## config.mk

```make
export PLATFORM = sky130hd
export DESIGN_NAME = dma2d_addr_gen
export DESIGN_NICKNAME = d
export VERILOG_FILES = /design/src/rtl/dma2d_pkg.sv /design/src/rtl/dma2d_span_counter.sv /design/src/rtl/dma2d_side_walker.sv /design/src/rtl/dma2d_addr_gen.sv
export SDC_FILE = /design/constraint.sdc
export NUM_CORES = 1
export LEC_CHECK = 0
export BUFFER_PORTS_ARGS = -buffer_cell sky130_fd_sc_hd__buf_2
export CORE_ASPECT_RATIO = 2
export CORE_UTILIZATION = 55
export DETAILED_ROUTE_END_ITERATION = 6
export PLACE_DENSITY = 0.77
export SLEW_MARGIN = 20
export SYNTH_ARGS = -nofsm -noshare
export SYNTH_HDL_FRONTEND = slang
export SYNTH_SLANG_ARGS = --single-unit
```

## constraint.sdc

```tcl
create_clock -name clk -period 5.5 [get_ports clk]
set_clock_uncertainty 0.15 [all_clocks]
set_input_delay 0.275 -clock clk [delete_from_list [all_inputs] [get_ports clk]]
set_output_delay 0.275 -clock clk [all_outputs]
set_load 0.05 [all_outputs]
```

## src/rtl/dma2d_pkg.sv

```systemverilog
package dma2d_pkg;

   function automatic bit is_pow2(input int unsigned v);
      return (v != 0) && ((v & (v - 1)) == 0);
   endfunction

   localparam int NUM_SIDES = 2;
   localparam int SIDE_SRC  = 0;
   localparam int SIDE_DST  = 1;

endpackage

```

## src/rtl/dma2d_span_counter.sv

```systemverilog
module dma2d_span_counter #(
   parameter int W = 16
) (
   input  logic         clk,
   input  logic         rst_n,
   input  logic         load,
   input  logic [W-1:0] load_val,
   input  logic         dec,
   output logic         is_zero
);
   logic [W-1:0] cnt_q;

   always_ff @(posedge clk) begin
      if (!rst_n)      cnt_q <= '0;
      else if (load)   cnt_q <= load_val;
      else if (dec)    cnt_q <= cnt_q - W'(1);
   end

   assign is_zero = (cnt_q == '0);
endmodule

```

## src/rtl/dma2d_side_walker.sv

```systemverilog
module dma2d_side_walker #(
   parameter int ADDR_W     = 32,
   parameter int LEN_W      = 16,
   parameter int BEAT_BYTES = 4
) (
   input  logic              clk,
   input  logic              rst_n,
   input  logic              start,
   input  logic [ADDR_W-1:0] base,
   input  logic [ADDR_W-1:0] stride,
   input  logic [LEN_W-1:0]  beats_m1,
   input  logic [LEN_W-1:0]  rows_m1,
   input  logic              ready,
   output logic              valid,
   output logic [ADDR_W-1:0] addr,
   output logic              row_end,
   output logic              xfer_end
);
   localparam logic [ADDR_W-1:0] STEP = ADDR_W'(BEAT_BYTES);

   logic              active_q;
   logic [ADDR_W-1:0] addr_q, row_q, stride_q;
   logic [LEN_W-1:0]  beats_q;
   logic              col_zero, row_zero;
   logic              fire, wrap, finish, next_row;
   logic [ADDR_W-1:0] next_row_addr;

   assign fire          = active_q & ready;
   assign wrap          = fire & col_zero;
   assign finish        = wrap & row_zero;
   assign next_row      = wrap & ~row_zero;
   assign next_row_addr = row_q + stride_q;

   always_ff @(posedge clk) begin
      if (!rst_n) begin
         active_q <= 1'b0;
         addr_q   <= '0;
         row_q    <= '0;
         stride_q <= '0;
         beats_q  <= '0;
      end else if (start) begin
         active_q <= 1'b1;
         addr_q   <= base;
         row_q    <= base;
         stride_q <= stride;
         beats_q  <= beats_m1;
      end else if (fire) begin
         if (finish) begin
            active_q <= 1'b0;
         end else if (next_row) begin
            row_q  <= next_row_addr;
            addr_q <= next_row_addr;
         end else begin
            addr_q <= addr_q + STEP;
         end
      end
   end

   dma2d_span_counter #(.W(LEN_W)) u_col (
      .clk      (clk),
      .rst_n    (rst_n),
      .load     (start | next_row),
      .load_val (start ? beats_m1 : beats_q),
      .dec      (fire & ~col_zero),
      .is_zero  (col_zero)
   );

   dma2d_span_counter #(.W(LEN_W)) u_row (
      .clk      (clk),
      .rst_n    (rst_n),
      .load     (start),
      .load_val (rows_m1),
      .dec      (next_row),
      .is_zero  (row_zero)
   );

   assign valid    = active_q;
   assign addr     = active_q ? addr_q : '0;
   assign row_end  = active_q & col_zero;
   assign xfer_end = active_q & col_zero & row_zero;
endmodule

```

## src/rtl/dma2d_addr_gen.sv

```systemverilog
module dma2d_addr_gen #(
   parameter int ADDR_W     = 32,
   parameter int LEN_W      = 16,
   parameter int BEAT_BYTES = 4,
   parameter bit SRC_MEM    = 1'b1,
   parameter bit DST_MEM    = 1'b1
) (
   input  logic              clk,
   input  logic              rst_n,
   input  logic              start,
   input  logic [ADDR_W-1:0] src_base,
   input  logic [ADDR_W-1:0] dst_base,
   input  logic [LEN_W-1:0]  x_len_m1,
   input  logic [LEN_W-1:0]  y_len_m1,
   input  logic [ADDR_W-1:0] src_stride,
   input  logic [ADDR_W-1:0] dst_stride,
   input  logic              src_ready,
   output logic              src_valid,
   output logic [ADDR_W-1:0] src_addr,
   output logic              src_row_end,
   output logic              src_last,
   input  logic              dst_ready,
   output logic              dst_valid,
   output logic [ADDR_W-1:0] dst_addr,
   output logic              dst_row_end,
   output logic              dst_last,
   output logic              busy,
   output logic              done
);
   import dma2d_pkg::*;

   localparam int BEAT_SHIFT = $clog2(BEAT_BYTES);
   localparam bit [NUM_SIDES-1:0] SIDE_IS_MEM = {DST_MEM, SRC_MEM};

   if (!is_pow2(BEAT_BYTES)) begin : g_bad_beat
      $error("BEAT_BYTES must be a power of two");
   end
   if (!SRC_MEM && !DST_MEM) begin : g_bad_sides
      $error("at least one side must be memory-mapped");
   end
   if (LEN_W > ADDR_W || LEN_W <= BEAT_SHIFT) begin : g_bad_len
      $error("LEN_W must exceed log2(BEAT_BYTES) and not exceed ADDR_W");
   end

   logic [ADDR_W-1:0]    s_base   [NUM_SIDES];
   logic [ADDR_W-1:0]    s_stride [NUM_SIDES];
   logic [ADDR_W-1:0]    s_addr   [NUM_SIDES];
   logic [NUM_SIDES-1:0] s_ready, s_valid, s_row_end, s_last;
   logic [LEN_W-1:0]     beats_m1;
   logic                 start_ok, busy_q;

   assign beats_m1 = x_len_m1 >> BEAT_SHIFT;
   assign start_ok = start & ~busy;

   assign s_base[SIDE_SRC]   = src_base;
   assign s_base[SIDE_DST]   = dst_base;
   assign s_stride[SIDE_SRC] = src_stride;
   assign s_stride[SIDE_DST] = dst_stride;
   assign s_ready            = {dst_ready, src_ready};

   for (genvar g = 0; g < NUM_SIDES; g++) begin : g_side
      if (SIDE_IS_MEM[g]) begin : g_mem
         dma2d_side_walker #(
            .ADDR_W     (ADDR_W),
            .LEN_W      (LEN_W),
            .BEAT_BYTES (BEAT_BYTES)
         ) u_walk (
            .clk      (clk),
            .rst_n    (rst_n),
            .start    (start_ok),
            .base     (s_base[g]),
            .stride   (s_stride[g]),
            .beats_m1 (beats_m1),
            .rows_m1  (y_len_m1),
            .ready    (s_ready[g]),
            .valid    (s_valid[g]),
            .addr     (s_addr[g]),
            .row_end  (s_row_end[g]),
            .xfer_end (s_last[g])
         );
      end else begin : g_stream
         logic unused_side;
         assign unused_side  = ^{s_base[g], s_stride[g], s_ready[g]};
         assign s_valid[g]   = 1'b0;
         assign s_addr[g]    = '0;
         assign s_row_end[g] = 1'b0;
         assign s_last[g]    = 1'b0;
      end
   end

   assign busy = |s_valid;

   always_ff @(posedge clk) begin
      if (!rst_n) busy_q <= 1'b0;
      else        busy_q <= busy;
   end

   assign done = busy_q & ~busy;

   assign src_valid   = s_valid[SIDE_SRC];
   assign src_addr    = s_addr[SIDE_SRC];
   assign src_row_end = s_row_end[SIDE_SRC];
   assign src_last    = s_last[SIDE_SRC];
   assign dst_valid   = s_valid[SIDE_DST];
   assign dst_addr    = s_addr[SIDE_DST];
   assign dst_row_end = s_row_end[SIDE_DST];
   assign dst_last    = s_last[SIDE_DST];
endmodule

```

== Word level (Yosys, flattened, before mapping) ==
Index checks and enable logic that the tools add are counted.
Word-level totals
  register bits after elaboration: 291
  input bits: 165
  output and inout port bits: 72
  logic and storage cells: 101
Operators by class
  $add $sub $neg: 8
  equality and inequality tests: 2
  multiplexer cells: 34
  bitwise logic cells: 23
  reduce and logical (&&, ||, !) cells: 19
Operators by type and width (number)
  $mux 32: 18
  $mux 16: 10
  $add 32x3->32 const B: 2
  $add 32x32->32: 2
  $logic_not 16->1: 4
  $sub 16x1->16 const B: 4
  $and 1x1->1: 16
  $reduce_bool 2->1: 8
  $reduce_and 2->1: 4
  $mux 1: 6
  $reduce_and 3->1: 2
  $not 1->1: 5
  $ne 2x1->1 const B: 1
  $ne 2x2->1 const B: 1
  $or 1x1->1: 2
  $reduce_or 2->1: 1

== Longest topological paths before layout ==
  depth in word-level cells: 7
  gate-level depth with buffers: 13
  mapped depth without buffers: 11

== Cells and area by module ==
Synthesis repeated with hierarchy kept, for this count alone.
Unflattened totals
  cell total of the unflattened synthesis: 2121
  area total of the unflattened synthesis: 17282.8 sq um
By module, submodules not included
  dma2d_side_walker (g_side[0].g_mem.u_walk): times used 1, cells each 864, area an instance 6880.3 sq um, sequential area each 2262.2 sq um
  dma2d_side_walker (g_side[1].g_mem.u_walk): times used 1, cells each 851, area an instance 6821.5 sq um, sequential area each 2262.2 sq um
  dma2d_span_counter: times used 4, cells each 100, area an instance 882.1 sq um, sequential area each 320.3 sq um
  dma2d_addr_gen: times used 1, cells each 6, area an instance 52.6 sq um, sequential area each 20.0 sq um

== Least setup slack after synthesis ==
No wires, ideal clock.
  path type: register to register
  start point: register g_side[1].g_mem.u_walk.u_col.cnt_q[2]
  end point: register g_side[1].g_mem.u_walk.u_row.cnt_q[10]
  setup time: 0.132 ns
  arrival time: 2.583 ns
  required time: 5.218 ns
  setup slack: 2.635 ns
  cell stages (with the launch flop): 12
  path buffers: 2
  period minus slack after synthesis: 2.865 ns
  cells stage by stage: dfxtp_1 > or4_1 > buf_2 > nor3_4 > nand3_1 > clkinv_1 > and2_1 > buf_6 > nand4b_4 > or4_1 > nand3_1 > a21oi_1
Between the ends
  word-level cells in the longest chain between the ends: 4
RTL lines
  start, declared: line dma2d_span_counter.sv:11  | logic [W-1:0] cnt_q;
  start signal, assigned: line dma2d_span_counter.sv:15  | else if (load) cnt_q <= load_val;
  start signal, assigned: line dma2d_span_counter.sv:16  | else if (dec) cnt_q <= cnt_q - W'(1);
  $logic_not 16->1: line dma2d_span_counter.sv:19  | assign is_zero = (cnt_q == '0);
  $and 1x1->1: line dma2d_side_walker.sv:29  | assign wrap = fire & col_zero;
  $and 1x1->1: line dma2d_side_walker.sv:31  | assign next_row = wrap & ~row_zero;
  $reduce_bool 2->1 (no line)
  end signal, assigned: line dma2d_span_counter.sv:15
  end signal, assigned: line dma2d_span_counter.sv:16
  end, declared: line dma2d_span_counter.sv:11
No other way between the ends.
A chain may end at the register's enable or synchronous reset.

== Worst setup path after layout ==
  start point: register g_side[0].g_mem.u_walk.row_q[4]
  end point: register g_side[0].g_mem.u_walk.row_q[31]
Between the ends
  word-level cells in the longest chain between the ends: 5
RTL lines
  start, declared: line dma2d_side_walker.sv:22  | logic [ADDR_W-1:0] addr_q, row_q, stride_q;
  start signal, assigned: line dma2d_side_walker.sv:44  | row_q <= base;
  start signal, assigned: line dma2d_side_walker.sv:51  | row_q <= next_row_addr;
  $add 32x32->32: line dma2d_side_walker.sv:32  | assign next_row_addr = row_q + stride_q;
  $mux 32: line dma2d_side_walker.sv:50  | end else if (next_row) begin
  $mux 32: line dma2d_side_walker.sv:48  | if (finish) begin
  $mux 32: line dma2d_side_walker.sv:47  | end else if (fire) begin
  $mux 32: line dma2d_side_walker.sv:41  | end else if (start) begin
No other way between the ends. The select of a mux whose other input is x is not followed.

==> metrics.md <==
| Metric | Value |
|---|---|
| Status | `finished, violations left` |
| Failing checks | `design-rule violations` |
| First-pass GRT wire length | `85570 um` |
| Final ANT Viol Nets | `0` |
| Sw Ratio | `32.37%` |
| Post-synth EDFFs | `0` |
| WL final | `53820 um` |
| CP cell instances | `ha_1 -> o211ai_1 -> o21ai_1 -> a31oi_1 -> o21bai_1 -> a31oi_1 -> o41a_1 -> mux2i_1 -> a21oi_1 -> a21oi_1` |
| Tmin final | `3.723 ns` |
| Actual slew at the worst max-slew pin | `1.079 ns` |
| Most used DFF post-synth | `dfxtp_1` |
| Post-CTS setup buffers | `0` |
| Switch Pwr | `1831 uW` |
| Vias in the first global route | `17.43k` |
| FF-to-FF Start | `g_side[0].g_mem.u_walk.row_q[4]` |
| Die area | `31220 um^2` |
| Slew Limit Fails | `0` |
| Combinational share of power | `23.2%` |
| WHS Path Cells | `3` |
| Area grow syn2layout | `21.83%` |
| Die height | `248.9 um` |
| Clock latency at the later pin of the worst-skew pair | `0.57 ns` |
| Final Cycle Share | `67.68%` |
| Worst Path Required | `5.76 ns` |
| Flop2flop setup slack | `1.78 ns` |
| CP max FO | `6` |
| DRC Markers | `13` |
| Ys Warns | `0` |
| DRT Pass-1 Iters | `7` |
| Port Buffers | `234` |
| Critical path class | `register to register` |
| Initial antenna violation count | `3` |
| Asr flop ratio synth | `0%` |
| F_max | `0.2686 GHz` |
| Static leakage | `0.008666 uW` |
| DIE WIDTH | `125.4 um` |
| Internal power | `3826 uW` |
| CTS Root Cell | `clkbuf_16` |
| Reg2Reg Depth | `10` |
| Cell Area, Placed | `18030 um^2` |
| Clock-pin slew on the worst setup and hold paths | `0.07 ns` |
| Cells after synthesis | `2177` |
| Relative slew slack | `27.81%` |
| WHS | `0.02250 ns` |
| Sequential fraction of design power | `42.9%` |
| Final net count | `2707` |
| Wire per inst | `18.82 um` |
| CP bufs+invs | `0` |
| Final Hold Violating Endpoints | `0` |
| Hold Path Class | `input pin to register` |
| Crit Reg-Reg Endpoint | `g_side[0].g_mem.u_walk.row_q[31]` |
| Clock sink total | `291` |
| Overflow after GRT | `0` |
| Clock share of power | `33.9%` |
| Final Setup Violations | `0` |
| GRT Total Usage | `33.95%` |
| Finished Cell Area | `20420 um^2` |
| Peak VDD IR | `254.3 uV` |
| Post-synthesis cell type count | `80` |
| #FFs+latches synth | `291` |
| Vias per inst | `6.057` |
| Crit path max-delay family | `compound AO/OA/AOI/OAI gates` |
| Clk buf depth | `3` |
| RSZ-0062 raised after global routing | `no` |
| Synthesized area | `16760 um^2` |
| Register area share after synthesis | `34.76%` |
| Via count | `17.32k` |
| PwrDens | `277.0 nW/um^2` |
| CP max stage delay | `0.52 ns` |
| Pwr Total | `5657 uW` |
| Worst Setup SP | `g_side[0].g_mem.u_walk.row_q[4]` |
| CTS tree | `built` |
| Slowest-stage cell, CP | `o21bai_1` |
| Largest net degree at the start of global routing | `113` |
| Critical path endpoint category | `register` |
| Share of cells above drive strength 1 | `13.71%` |
| DRT iter0 DRCs | `1201` |
| Syn Nets | `2414` |
| CP startpoint kind | `register` |
| Row Count | `90` |
| GPL Wtd Cong | `0.9636` |
| Max Cap Viol | `0` |
| Io pins | `237` |
| Starting density of the core | `55.75%` |
| Total CTS buffers | `27` |
| Hold_sp | `src_base[17]` |
| Setup tns final | `0 ns` |
| Synthesized area per cell | `7.699 um^2` |
| HPWL after DPL | `37600 um` |
| Core Area | `30070 um^2` |
| Post_cts resized | `0` |
| Pre-CTS setup slack | `1.864 ns` |
| Setup ws final | `1.777 ns` |
| H-tree depth | `1` |
| Hold Crit Endpoint | `g_side[0].g_mem.u_walk.row_q[17]` |
| Worst Path Arrival | `3.98 ns` |
Yosys cell counts, types with 25 or more instances:
library cell | number | share of area, %
xor2_1 | 48 | 2.5
a22oi_1 | 51 | 2.3
xnor2_1 | 66 | 3.4
a31oi_1 | 31 | 1.2
nor3_1 | 31 | 0.93
ha_1 | 70 | 5.2
nand4_1 | 25 | 0.93
o21ai_0 | 123 | 3.7
a21o_1 | 43 | 1.9
and2_1 | 73 | 2.7
a21oi_1 | 318 | 9.5
dfxtp_1 | 291 | 35
nand3_1 | 56 | 1.7
inv_1 | 28 | 0.63
and3_1 | 32 | 1.2
nor2_1 | 115 | 2.6
nand2_1 | 367 | 8.2
clkbuf_1 | 107 | 2.4
how the worst max path moves through the flow:
| stage | end | slack, ns | cells past startpoint |
|---|---|---|---|
| after floorplan | g_side[1].g_mem.u_walk.u_row.cnt_q[10] | 2.63 | 11 |
| after global placement | g_side[0].g_mem.u_walk.addr_q[9] | 1.92 | 10 |
| after detailed placement | g_side[0].g_mem.u_walk.addr_q[9] | 1.86 | 10 |
| after CTS | g_side[0].g_mem.u_walk.addr_q[9] | 1.85 | 10 |
| after global routing | g_side[0].g_mem.u_walk.row_q[31] | 1.61 | 10 |
| final | g_side[0].g_mem.u_walk.row_q[31] | 1.78 | 10 |
tightest hold or removal path, cell delays in order:
cell and delay [ns]:
buf_2 0.08, a22oi_1 0.16, a21oi_1 0.18
registers in the layout (all words and copies together), names as in the netlist:
| name | flops |
|---|---|
| g_side.g_mem.u_walk.row_q | 64 |
| g_side.g_mem.u_walk.addr_q | 64 |
| g_side.g_mem.u_walk.u_row.cnt_q | 32 |
| g_side.g_mem.u_walk.stride_q | 64 |
| g_side.g_mem.u_walk.beats_q | 32 |
| g_side.g_mem.u_walk.u_col.cnt_q | 32 |
| g_side.g_mem.u_walk.valid | 2 |
| busy_q | 1 |
power groups by stage:
stage	Sequential, uW	Combinational [uW]	Clock, uW
floorplan	2430	890	0
global placement	2460	1170	0
detailed placement	2470	1200	0
CTS	2420	1290	1950
global route	2450	1440	2020
finish	2430	1310	1920
stage by stage:
stage                     std cells  utilization, %
after global placement         2659           59.98
final                          2859           67.92
after CTS                      2856           67.89
after global routing           2859           67.92
after detailed placement       2659           59.98
after floorplan                2177               -
timing repair:
| action | CTS | global route |
|---|---|---|
| endpoints found under the hold margin | 224 | 0 |
| hold buffers | 150 | 0 |
| setup endpoints to repair | 0 | 0 |
cells in the final DEF (no fill, tap or decap), drive strengths merged, types with 14 or more instances in the layout:
master,n
clkbuf,32
dlygate4sd3,150
nand3,56
nand4,26
xor2,48
o21ai,126
nor3,37
nor2,118
a22oi,51
xnor2,66
a31oi,31
and3,32
inv,32
buf,255
nor4,18
a21oi,318
ha,70
o31ai,16
o211ai,14
nand2,370
and2,73
or3,14
a211oi,24
o21bai,14
dfxtp,291
a21o,43
cell type report:
type | instances | area (um^2)
fill | 2543 | 9647
inverter | 30 | 117.6
tap | 368 | 460.4
antenna | 3 | 7.507
clock inverter | 15 | 153.9
multi-input combinational | 1715 | 10270
timing repair buffer | 405 | 2855
sequential | 291 | 5826
clock buffer | 32 | 724.4
cell families after synthesis:
| kind of cell | share of synthesized area (%) |
|---|---|
| and+or+nand+nor | 23.11 |
| DFF | 34.76 |
| AOI/OAI and AO/OA | 26.25 |
| xor gates and xnor gates | 5.957 |
| muxes | 0.2986 |
| buffers and inverters | 4.165 |
| adders and majority gates | 5.464 |
metal layers:
layer / vias to the layer above / share of wire, % / GRT usage, %
met3: 206 / 4.9 / 3.630
met4: 0 / 6.7 / 23.10
met2: 610 / 53 / 64.89
met1: 8122 / 35 / 33.77
li1: 8378 / - / -
met5: - / 0 / 0
Note: power is estimated with default switching activity, not from simulation.
